## src/rtl/pcm_pkg.sv

```systemverilog
package pcm_pkg;
  typedef enum logic [2:0] {
    ST_IDLE = 3'd0,
    ST_A    = 3'd1,
    ST_GAPA = 3'd2,
    ST_B    = 3'd3,
    ST_GAPB = 3'd4
  } seq_st_t;

  localparam int unsigned FLAG_OVL = 0;
  localparam int unsigned FLAG_ORD = 1;
  localparam int unsigned FLAG_RST = 2;
  localparam int unsigned FLAG_N   = 3;
endpackage

```

## src/rtl/pcm_seq_track.sv

```systemverilog
module pcm_seq_track
  import pcm_pkg::*;
(
  input  logic clk,
  input  logic clr,
  input  logic hold,
  input  logic ph_a,
  input  logic ph_b,
  output logic order_evt,
  output logic done_q
);
  seq_st_t st_q, st_d;
  logic    done_d;
  logic    solo_a, solo_b, both;

  assign solo_a = ph_a & ~ph_b;
  assign solo_b = ph_b & ~ph_a;
  assign both   = ph_a & ph_b;

  always_comb begin
    st_d      = st_q;
    order_evt = 1'b0;
    done_d    = 1'b0;
    if (hold || both) begin
      st_d = ST_IDLE;
    end else begin
      case (st_q)
        ST_IDLE: if (solo_a) st_d = ST_A;
        ST_A: begin
          if (solo_b)             st_d = ST_B;
          else if (!ph_a && !ph_b) st_d = ST_GAPA;
        end
        ST_GAPA: begin
          if (solo_b) st_d = ST_B;
          else if (solo_a) begin
            order_evt = 1'b1;
            st_d      = ST_IDLE;
          end
        end
        ST_B: begin
          if (solo_a) begin
            done_d = 1'b1;
            st_d   = ST_A;
          end else if (!ph_a && !ph_b) st_d = ST_GAPB;
        end
        ST_GAPB: begin
          if (solo_a) begin
            done_d = 1'b1;
            st_d   = ST_A;
          end else if (solo_b) begin
            order_evt = 1'b1;
            st_d      = ST_IDLE;
          end
        end
        default: st_d = ST_IDLE;
      endcase
    end
  end

  always_ff @(posedge clk) begin
    if (clr) begin
      st_q   <= ST_IDLE;
      done_q <= 1'b0;
    end else begin
      st_q   <= st_d;
      done_q <= done_d;
    end
  end

  // a completion leaves the tracker in phase A, so two pulses cannot abut
  a_r2_done_single: assert property (@(posedge clk) disable iff (clr)
    done_q |=> !done_q);

  // no completion is reported for a held sample
  a_r8_hold_no_done: assert property (@(posedge clk) disable iff (clr)
    hold |=> !done_q);
endmodule

```

## src/rtl/pcm_rst_window.sv

```systemverilog
module pcm_rst_window #(
  parameter int unsigned QUIET_CYC = 3
) (
  input  logic clk,
  input  logic clr,
  input  logic rst_in,
  input  logic ph_a,
  input  logic ph_b,
  output logic hold,
  output logic rst_evt
);
  localparam int unsigned CW = $clog2(QUIET_CYC + 1);

  logic          rst_q;
  logic [CW-1:0] cnt_q;
  logic          in_win;

  assign in_win  = !rst_in && (cnt_q != '0);
  assign hold    = rst_in || in_win;
  assign rst_evt = (rst_in && !rst_q && (cnt_q != '0)) ||
                   (in_win && (ph_a || ph_b));

  always_ff @(posedge clk) begin
    rst_q <= rst_in;
    if (clr) begin
      cnt_q <= rst_in ? CW'(QUIET_CYC) : '0;
    end else if (rst_in) begin
      cnt_q <= CW'(QUIET_CYC);
    end else if (cnt_q != '0) begin
      cnt_q <= cnt_q - CW'(1);
    end
  end

  // the window never lasts longer than the configured count
  a_r6_window_bound: assert property (@(posedge clk) disable iff (clr)
    cnt_q <= CW'(QUIET_CYC));

  // the sample in which reset falls is still held
  a_r8_release_held: assert property (@(posedge clk) disable iff (clr)
    (rst_q && !rst_in) |-> hold);
endmodule

```

## src/rtl/pcm_sticky.sv

```systemverilog
module pcm_sticky #(
  parameter int unsigned N = 3
) (
  input  logic         clk,
  input  logic         clr,
  input  logic [N-1:0] evt,
  output logic [N-1:0] flag
);
  for (genvar i = 0; i < N; i++) begin : g_flag
    always_ff @(posedge clk) begin
      if (clr) flag[i] <= 1'b0;
      else     flag[i] <= flag[i] | evt[i];
    end

    // a raised flag only drops on a clear
    a_r9_sticky: assert property (@(posedge clk) disable iff (clr)
      flag[i] |=> flag[i]);
  end
endmodule

```

## src/rtl/phase_pair_monitor.sv

```systemverilog
module phase_pair_monitor
  import pcm_pkg::*;
#(
  parameter int unsigned QUIET_CYC = 3
) (
  input  logic clk,
  input  logic mon_clr,
  input  logic sys_rst,
  input  logic ph_a,
  input  logic ph_b,
  output logic err_overlap,
  output logic err_order,
  output logic err_reset,
  output logic cycle_done
);
  logic              hold, rst_evt, order_evt;
  logic [FLAG_N-1:0] evt, flag;

  pcm_rst_window #(.QUIET_CYC(QUIET_CYC)) u_win (
    .clk(clk), .clr(mon_clr), .rst_in(sys_rst),
    .ph_a(ph_a), .ph_b(ph_b), .hold(hold), .rst_evt(rst_evt)
  );

  pcm_seq_track u_seq (
    .clk(clk), .clr(mon_clr), .hold(hold), .ph_a(ph_a), .ph_b(ph_b),
    .order_evt(order_evt), .done_q(cycle_done)
  );

  always_comb begin
    evt           = '0;
    evt[FLAG_OVL] = ph_a & ph_b;
    evt[FLAG_ORD] = order_evt;
    evt[FLAG_RST] = rst_evt;
  end

  pcm_sticky #(.N(FLAG_N)) u_flags (
    .clk(clk), .clr(mon_clr), .evt(evt), .flag(flag)
  );

  assign err_overlap = flag[FLAG_OVL];
  assign err_order   = flag[FLAG_ORD];
  assign err_reset   = flag[FLAG_RST];

  // coincident phases are always flagged
  a_r1_overlap: assert property (@(posedge clk) disable iff (mon_clr)
    (ph_a && ph_b) |=> err_overlap);

  // a completion is always caused by a lone phase-A sample
  a_r2_done_src: assert property (@(posedge clk) disable iff (mon_clr)
    cycle_done |-> $past(ph_a && !ph_b));

  // phase activity on the first sample after release is a violation
  a_r6_first_quiet: assert property (@(posedge clk) disable iff (mon_clr)
    ($past(sys_rst) && !sys_rst && (ph_a || ph_b)) |=> err_reset);

  // no completion while the monitored reset is high
  a_r8_rst_no_done: assert property (@(posedge clk) disable iff (mon_clr)
    sys_rst |=> !cycle_done);
endmodule

```

## config.mk

```make
export PLATFORM = sky130hd
export DESIGN_NAME = phase_pair_monitor
export DESIGN_NICKNAME = d
export VERILOG_FILES = /design/src/rtl/pcm_pkg.sv /design/src/rtl/pcm_seq_track.sv /design/src/rtl/pcm_rst_window.sv /design/src/rtl/pcm_sticky.sv /design/src/rtl/phase_pair_monitor.sv
export SDC_FILE = /design/constraint.sdc
export NUM_CORES = 1
export LEC_CHECK = 0
export ABC_AREA = 0
export BUFFER_PORTS_ARGS = -buffer_cell sky130_fd_sc_hd__buf_2
export CAP_MARGIN = 10
export CORE_ASPECT_RATIO = 1.1
export CORE_MARGIN = 4
export CORE_UTILIZATION = 40
export CTS_CLUSTER_DIAMETER = 60
export DETAILED_ROUTE_END_ITERATION = 8
export GPL_ROUTABILITY_DRIVEN = 0
export GPL_TIMING_DRIVEN = 0
export PLACE_DENSITY = 0.7
export SLEW_MARGIN = 20
export SYNTH_ARGS = -nofsm -noshare
export SYNTH_HDL_FRONTEND = slang
export SYNTH_HIERARCHICAL = 1
export SYNTH_SLANG_ARGS = --single-unit
```

## constraint.sdc

```tcl
create_clock -name clk -period 2.4 [get_ports clk]
set_clock_uncertainty 0.15 [all_clocks]
set_input_delay 0.24 -clock clk [delete_from_list [all_inputs] [get_ports clk]]
set_output_delay 0.24 -clock clk [all_outputs]
set_load 0.02 [all_outputs]
```

# == Word-level counts from Yosys, hierarchy flattened ==
# Index checks and enable logic that the tools add are counted.
# word_totals
register_bits,10
output_inout_bits,4
# classes
add_sub_neg,1
eq_ne,9
mux,20
bitwise_logic,9
n_reduce_logical,20
# ops
op,count
$mux W3,9
$pmux W3 S5,1
$ne A3 B1 Y1 const B,4
$mux W2,4
$eq A3 B2 Y1 const B,2
$logic_and A1 B1 Y1,5
$mux W1,5
$reduce_and A5 Y1,1
$logic_not A1 Y1,4
$logic_or A1 B1 Y1,4
$reduce_or A2 Y1,2
$and A1 B1 Y1,3
$eq A3 B1 Y1 const B,1
$eq A3 B3 Y1 const B,1
$logic_not A3 Y1,1
$not A1 Y1,3
$or A1 B1 Y1,3
$reduce_bool A3 Y1,1
$reduce_or A3 Y1,1
$ne A2 B1 Y1 const B,1
$pmux W1 S2,1
$reduce_bool A2 Y1,1
$sub A2 B1 Y2 const B,1

# == Depth between registers and ports, before layout ==
# depth
word_depth,7
ltp_mapped,5

# == By module ==
# Netlist, hierarchy kept.
# modules_own_cells
module,instances,cells_per_inst,area_each_um2
pcm_seq_track,1,40,384.1
pcm_rst_window,1,12,147.6
pcm_sticky,1,6,90.1
phase_pair_monitor,1,1,6.3

# == Worst setup path after synthesis ==
# Ideal clock, no wire load.
# synth_timing
path_type,register to register
startpoint,register u_win.cnt_q[0]
endpoint,register u_seq.done_q
setup_time_ns,0.080
arrival_time_ns,1.185
slack_ns,0.985
stages_incl_launch_ff,6
path_cell_list,edfxtp_1 > inv_1 > ha_1 > nand2b_4 > or3_1 > nor3b_1
# synth_between
elab_chain_cells,5
# synth_rtl
element,line,source
from (decl),pcm_rst_window.sv:15,logic [CW-1:0] cnt_q;
from (signal assigned),pcm_rst_window.sv:26,cnt_q <= rst_in ? CW'(QUIET_CYC) : '0;
from (signal assigned),pcm_rst_window.sv:28,cnt_q <= CW'(QUIET_CYC);
from (signal assigned),pcm_rst_window.sv:30,cnt_q <= cnt_q - CW'(1);
$reduce_bool A2 Y1,pcm_rst_window.sv:18,assign in_win = !rst_in && (cnt_q != '0);
$logic_and A1 B1 Y1,pcm_rst_window.sv:18,
$logic_or A1 B1 Y1,pcm_rst_window.sv:19,assign hold = rst_in || in_win;
named net hold,phase_pair_monitor.sv:16,"logic hold, rst_evt, order_evt;"
$logic_or A1 B1 Y1,pcm_seq_track.sv:24,if (hold || both) begin
$reduce_or A3 Y1 (no line),--,
to (signal assigned),pcm_seq_track.sv:66,done_q <= done_d;
to (decl),pcm_seq_track.sv:10,output logic done_q
# The timed path passes the listed nets, and every way through them passes these cells.
# A chain may end at the register's enable or synchronous reset.

# == Final worst setup path ==
# layout_timing
startpoint,input sys_rst
endpoint,register u_seq.done_q
# layout_between
elab_chain_cells,5
# layout_rtl
element,line,source
from (decl),phase_pair_monitor.sv:8,"input logic sys_rst,"
$logic_not A1 Y1,pcm_rst_window.sv:18,
$logic_and A1 B1 Y1,pcm_rst_window.sv:18,
$logic_or A1 B1 Y1 *,pcm_rst_window.sv:19,
named net hold,phase_pair_monitor.sv:16,
$logic_or A1 B1 Y1 *,pcm_seq_track.sv:24,
$reduce_or A3 Y1 (no line) *,--,
# The timed path passes the listed nets; every way through them passes the cells marked *.

==> results.json <==
{
  "num_antenna_cells": 0,
  "timing_hold_violations_final": 0,
  "crit_end": "u_seq/done_q",
  "h-tree-depth": 1,
  "synth_nets": 71,
  "use_met2": 0.160,
  "syn_to_final_growth_pct": 15.3,
  "initial_utilization": 0.443,
  "grt_pass1_wl_mm": 1.68,
  "crit_family": "simple AND/OR/NAND/NOR gates",
  "crit_chain": "dlygate4sd3_1 > buf_2 > nand2b_4 > or3_1 > nor3b_1",
  "regArea_um2": 220,
  "cp-startpoint": "sys_rst",
  "clk_pin_slew_ns": 0.07,
  "synth-seq-area-share": 0.351,
  "first_global_vias": 428,
  "num_rows": 14,
  "ys_seq_elements": 10,
  "layout.cells.non_filler": 88,
  "post_drt_wl_per_cell_um": 12.0,
  "post_cts_buffers": 0,
  "crit_cells": 5,
  "portBuffers": 8,
  "vdd_ir_drop_max_mv": 0.359,
  "numCtsBuffers": 3,
  "grt_use_met1": 0.115,
  "cts.sinks": 10,
  "timing.max_cap.violations": 0,
  "critPathRequiredTime_ns": 2.43,
  "fin_setup_tns_ns": 0,
  "overflow": 0,
  "worst_slew_pin_slew_ns": 0.333,
  "reg2reg_slack_ns": 0.87,
  "fin_crit_sh": 0.670,
  "fp.dieH_um": 49.6,
  "cpMaxStageDelayCell": "dlygate4sd3_1",
  "cts_tree": "done",
  "critPathMaxFanout": 6,
  "drc": 0,
  "antenna_found_initial": 0,
  "ys_warn_count": 6,
  "top_usage_layer": "met2",
  "synth_top_area_share": 0.255,
  "whs_ns": 0.163,
  "hpwlAfterDp_um": 774,
  "cp-start-kind": "primary input",
  "core-area_um2": 1420,
  "timing.rr.start": "u_win/cnt_q[0]",
  "first_iter_violations": 8,
  "setup_violations": 0,
  "clock-root-buffer": "clkbuf_4",
  "clock_path_buffers": 2,
  "fin_ws_ns": 0.793,
  "critPathArrivalTime_ns": 1.64,
  "r2r_end": "u_seq/done_q",
  "die_w_um": 45.8,
  "dr.pass1.iters": 2,
  "syn_avg_cell_area_um2": 10.6,
  "grt_start_max_net_pins": 11,
  "clock_latency_ns": 0.26,
  "grt_use_met3": 0.0218,
  "via_per_inst": 5.26,
  "crit_buf_inv": 2,
  "slew_headroom": 0.777,
  "io_pins": 9,
  "yosysTopAreaCell": "dfxtp_1",
  "postRouteAntennaNets": 0,
  "period_minus_slack_ns": 1.61,
  "fillers": 130,
  "power_density_nw_per_um2": 482,
  "drt_wl_total_mm": 1.06,
  "hold_path_depth": 2,
  "fmax_mhz": 622,
  "dpl.cell_count": 83,
  "hold_path.class": "primary input to register",
  "reg2reg_depth": 5,
  "grt_usage": 0.0989,
  "synth_area_leaders": "dfxtp_1 (25%), ha_1 (14%), edfxtp_1 (9.6%)",
  "outcome": "finished clean",
  "multi_input_area_um2": 355,
  "place_ws_ns": 0.828,
  "grt_setup_unrepaired": "no",
  "nets": 85,
  "syn_inst": 59,
  "vias": 463,
  "cp-end-kind": "register",
  "drive_gt1_frac": 0.236,
  "crit_path_max_incr_delay_ns": 0.53,
  "p_leak_nw": 0.336,
  "netlist_area_um2": 628,
  "yosysUniqueCellTypes": 31,
  "critPathKind": "primary input to register",
  "die_area_um2": 2270,
  "drv_slew": 0
}
stage by stage:
step	area (um2)	util	power, mW
after floorplan	628	-	0.218
after global placement	688	0.485	0.232
after detailed placement	688	0.485	0.233
after CTS	724	0.511	0.354
after global routing	724	0.511	0.367
final	724	0.511	0.349
cell usage after synthesis (all sizes together):
library cell / n
buf: 3
a2111oi: 1
o21ai: 1
nand3b: 2
and3b: 1
a32oi: 2
and2: 1
a21oi: 2
o211ai: 1
nand2b: 1
or2: 1
ha: 7
nor3b: 2
mux2i: 2
nand3: 1
a211oi: 2
nor3: 1
inv: 6
o21bai: 2
nor2: 2
a221o: 1
nor4bb: 1
dfxtp: 8
o311ai: 1
edfxtp: 2
o21ba: 3
or3: 1
a21boi: 1
flip-flops by register name, indices dropped and copies added (netlist names):
signal	flops
u_flags/flag	3
u_seq/done_q	1
u_seq/st_q	3
u_win/cnt_q	2
u_win/rst_q	1
power breakdown:
part           leakage, nW  internal (mW)  switching (mW)
Clock               0.0154         0.0600          0.0582
Combinational        0.235         0.0217          0.0278
Sequential          0.0854          0.179         0.00267
Total                0.336          0.260          0.0887
per-layer routing:
metal / routed length (um) / up-vias / share of wire
li1: - / 244 / -
met5: 0 / - / 0
met4: 0 / 0 / 0
met2: 483 / 9 / 0.46
met1: 524 / 210 / 0.49
met3: 52 / 0 / 0.049
cell families (layout without fill, tap and decap cells):
kind of cell,count (synthesis),count (layout),synth area share
flops,10,10,0.351
mux,2,2,0.0319
buf+inv,9,22,0.0837
simple gates,14,14,0.177
compound gates,17,17,0.217
fa+ha+maj,7,7,0.139
area by class of cell:
cell class | count | share of cell area
Timing Repair Buffer | 9 | 0.0691
Sequential cell | 10 | 0.304
Multi-Input combinational cell | 40 | 0.491
Clock inverter | 1 | 0.00518
Tap cell | 16 | 0.0276
Inverter | 6 | 0.0311
Clock buffer | 3 | 0.0311
Buffer | 3 | 0.0415
what timing repair did:
action                    in CTS  in global routing
gates resized for setup        0                  0
hold endpoints to repair       1                  0
hold buffers                   1                  0
placed cells by master, fill, tap and decap left out, types with 2 or more instances in the layout:
master / Yosys / routed
o21bai_1: 2 / 2
nor3b_1: 2 / 2
mux2i_1: 2 / 2
a211oi_1: 2 / 2
ha_1: 7 / 7
o21ba_1: 3 / 3
a21oi_1: 2 / 2
buf_6: 2 / 2
dfxtp_1: 8 / 8
inv_1: 5 / 5
buf_2: 0 / 8
clkbuf_4: 0 / 3
nor2_1: 2 / 2
edfxtp_1: 2 / 2
a32oi_1: 2 / 2
worst min path at each step:
stage | from | to
after CTS | mon_clr | u_flags/flag[2]
after global routing | mon_clr | u_flags/flag[2]
after global placement | sys_rst | u_win/rst_q
final | mon_clr | u_flags/flag[0]
after floorplan | sys_rst | u_win/rst_q
after detailed placement | sys_rst | u_win/rst_q
Note: power is estimated with default switching activity, not from simulation.
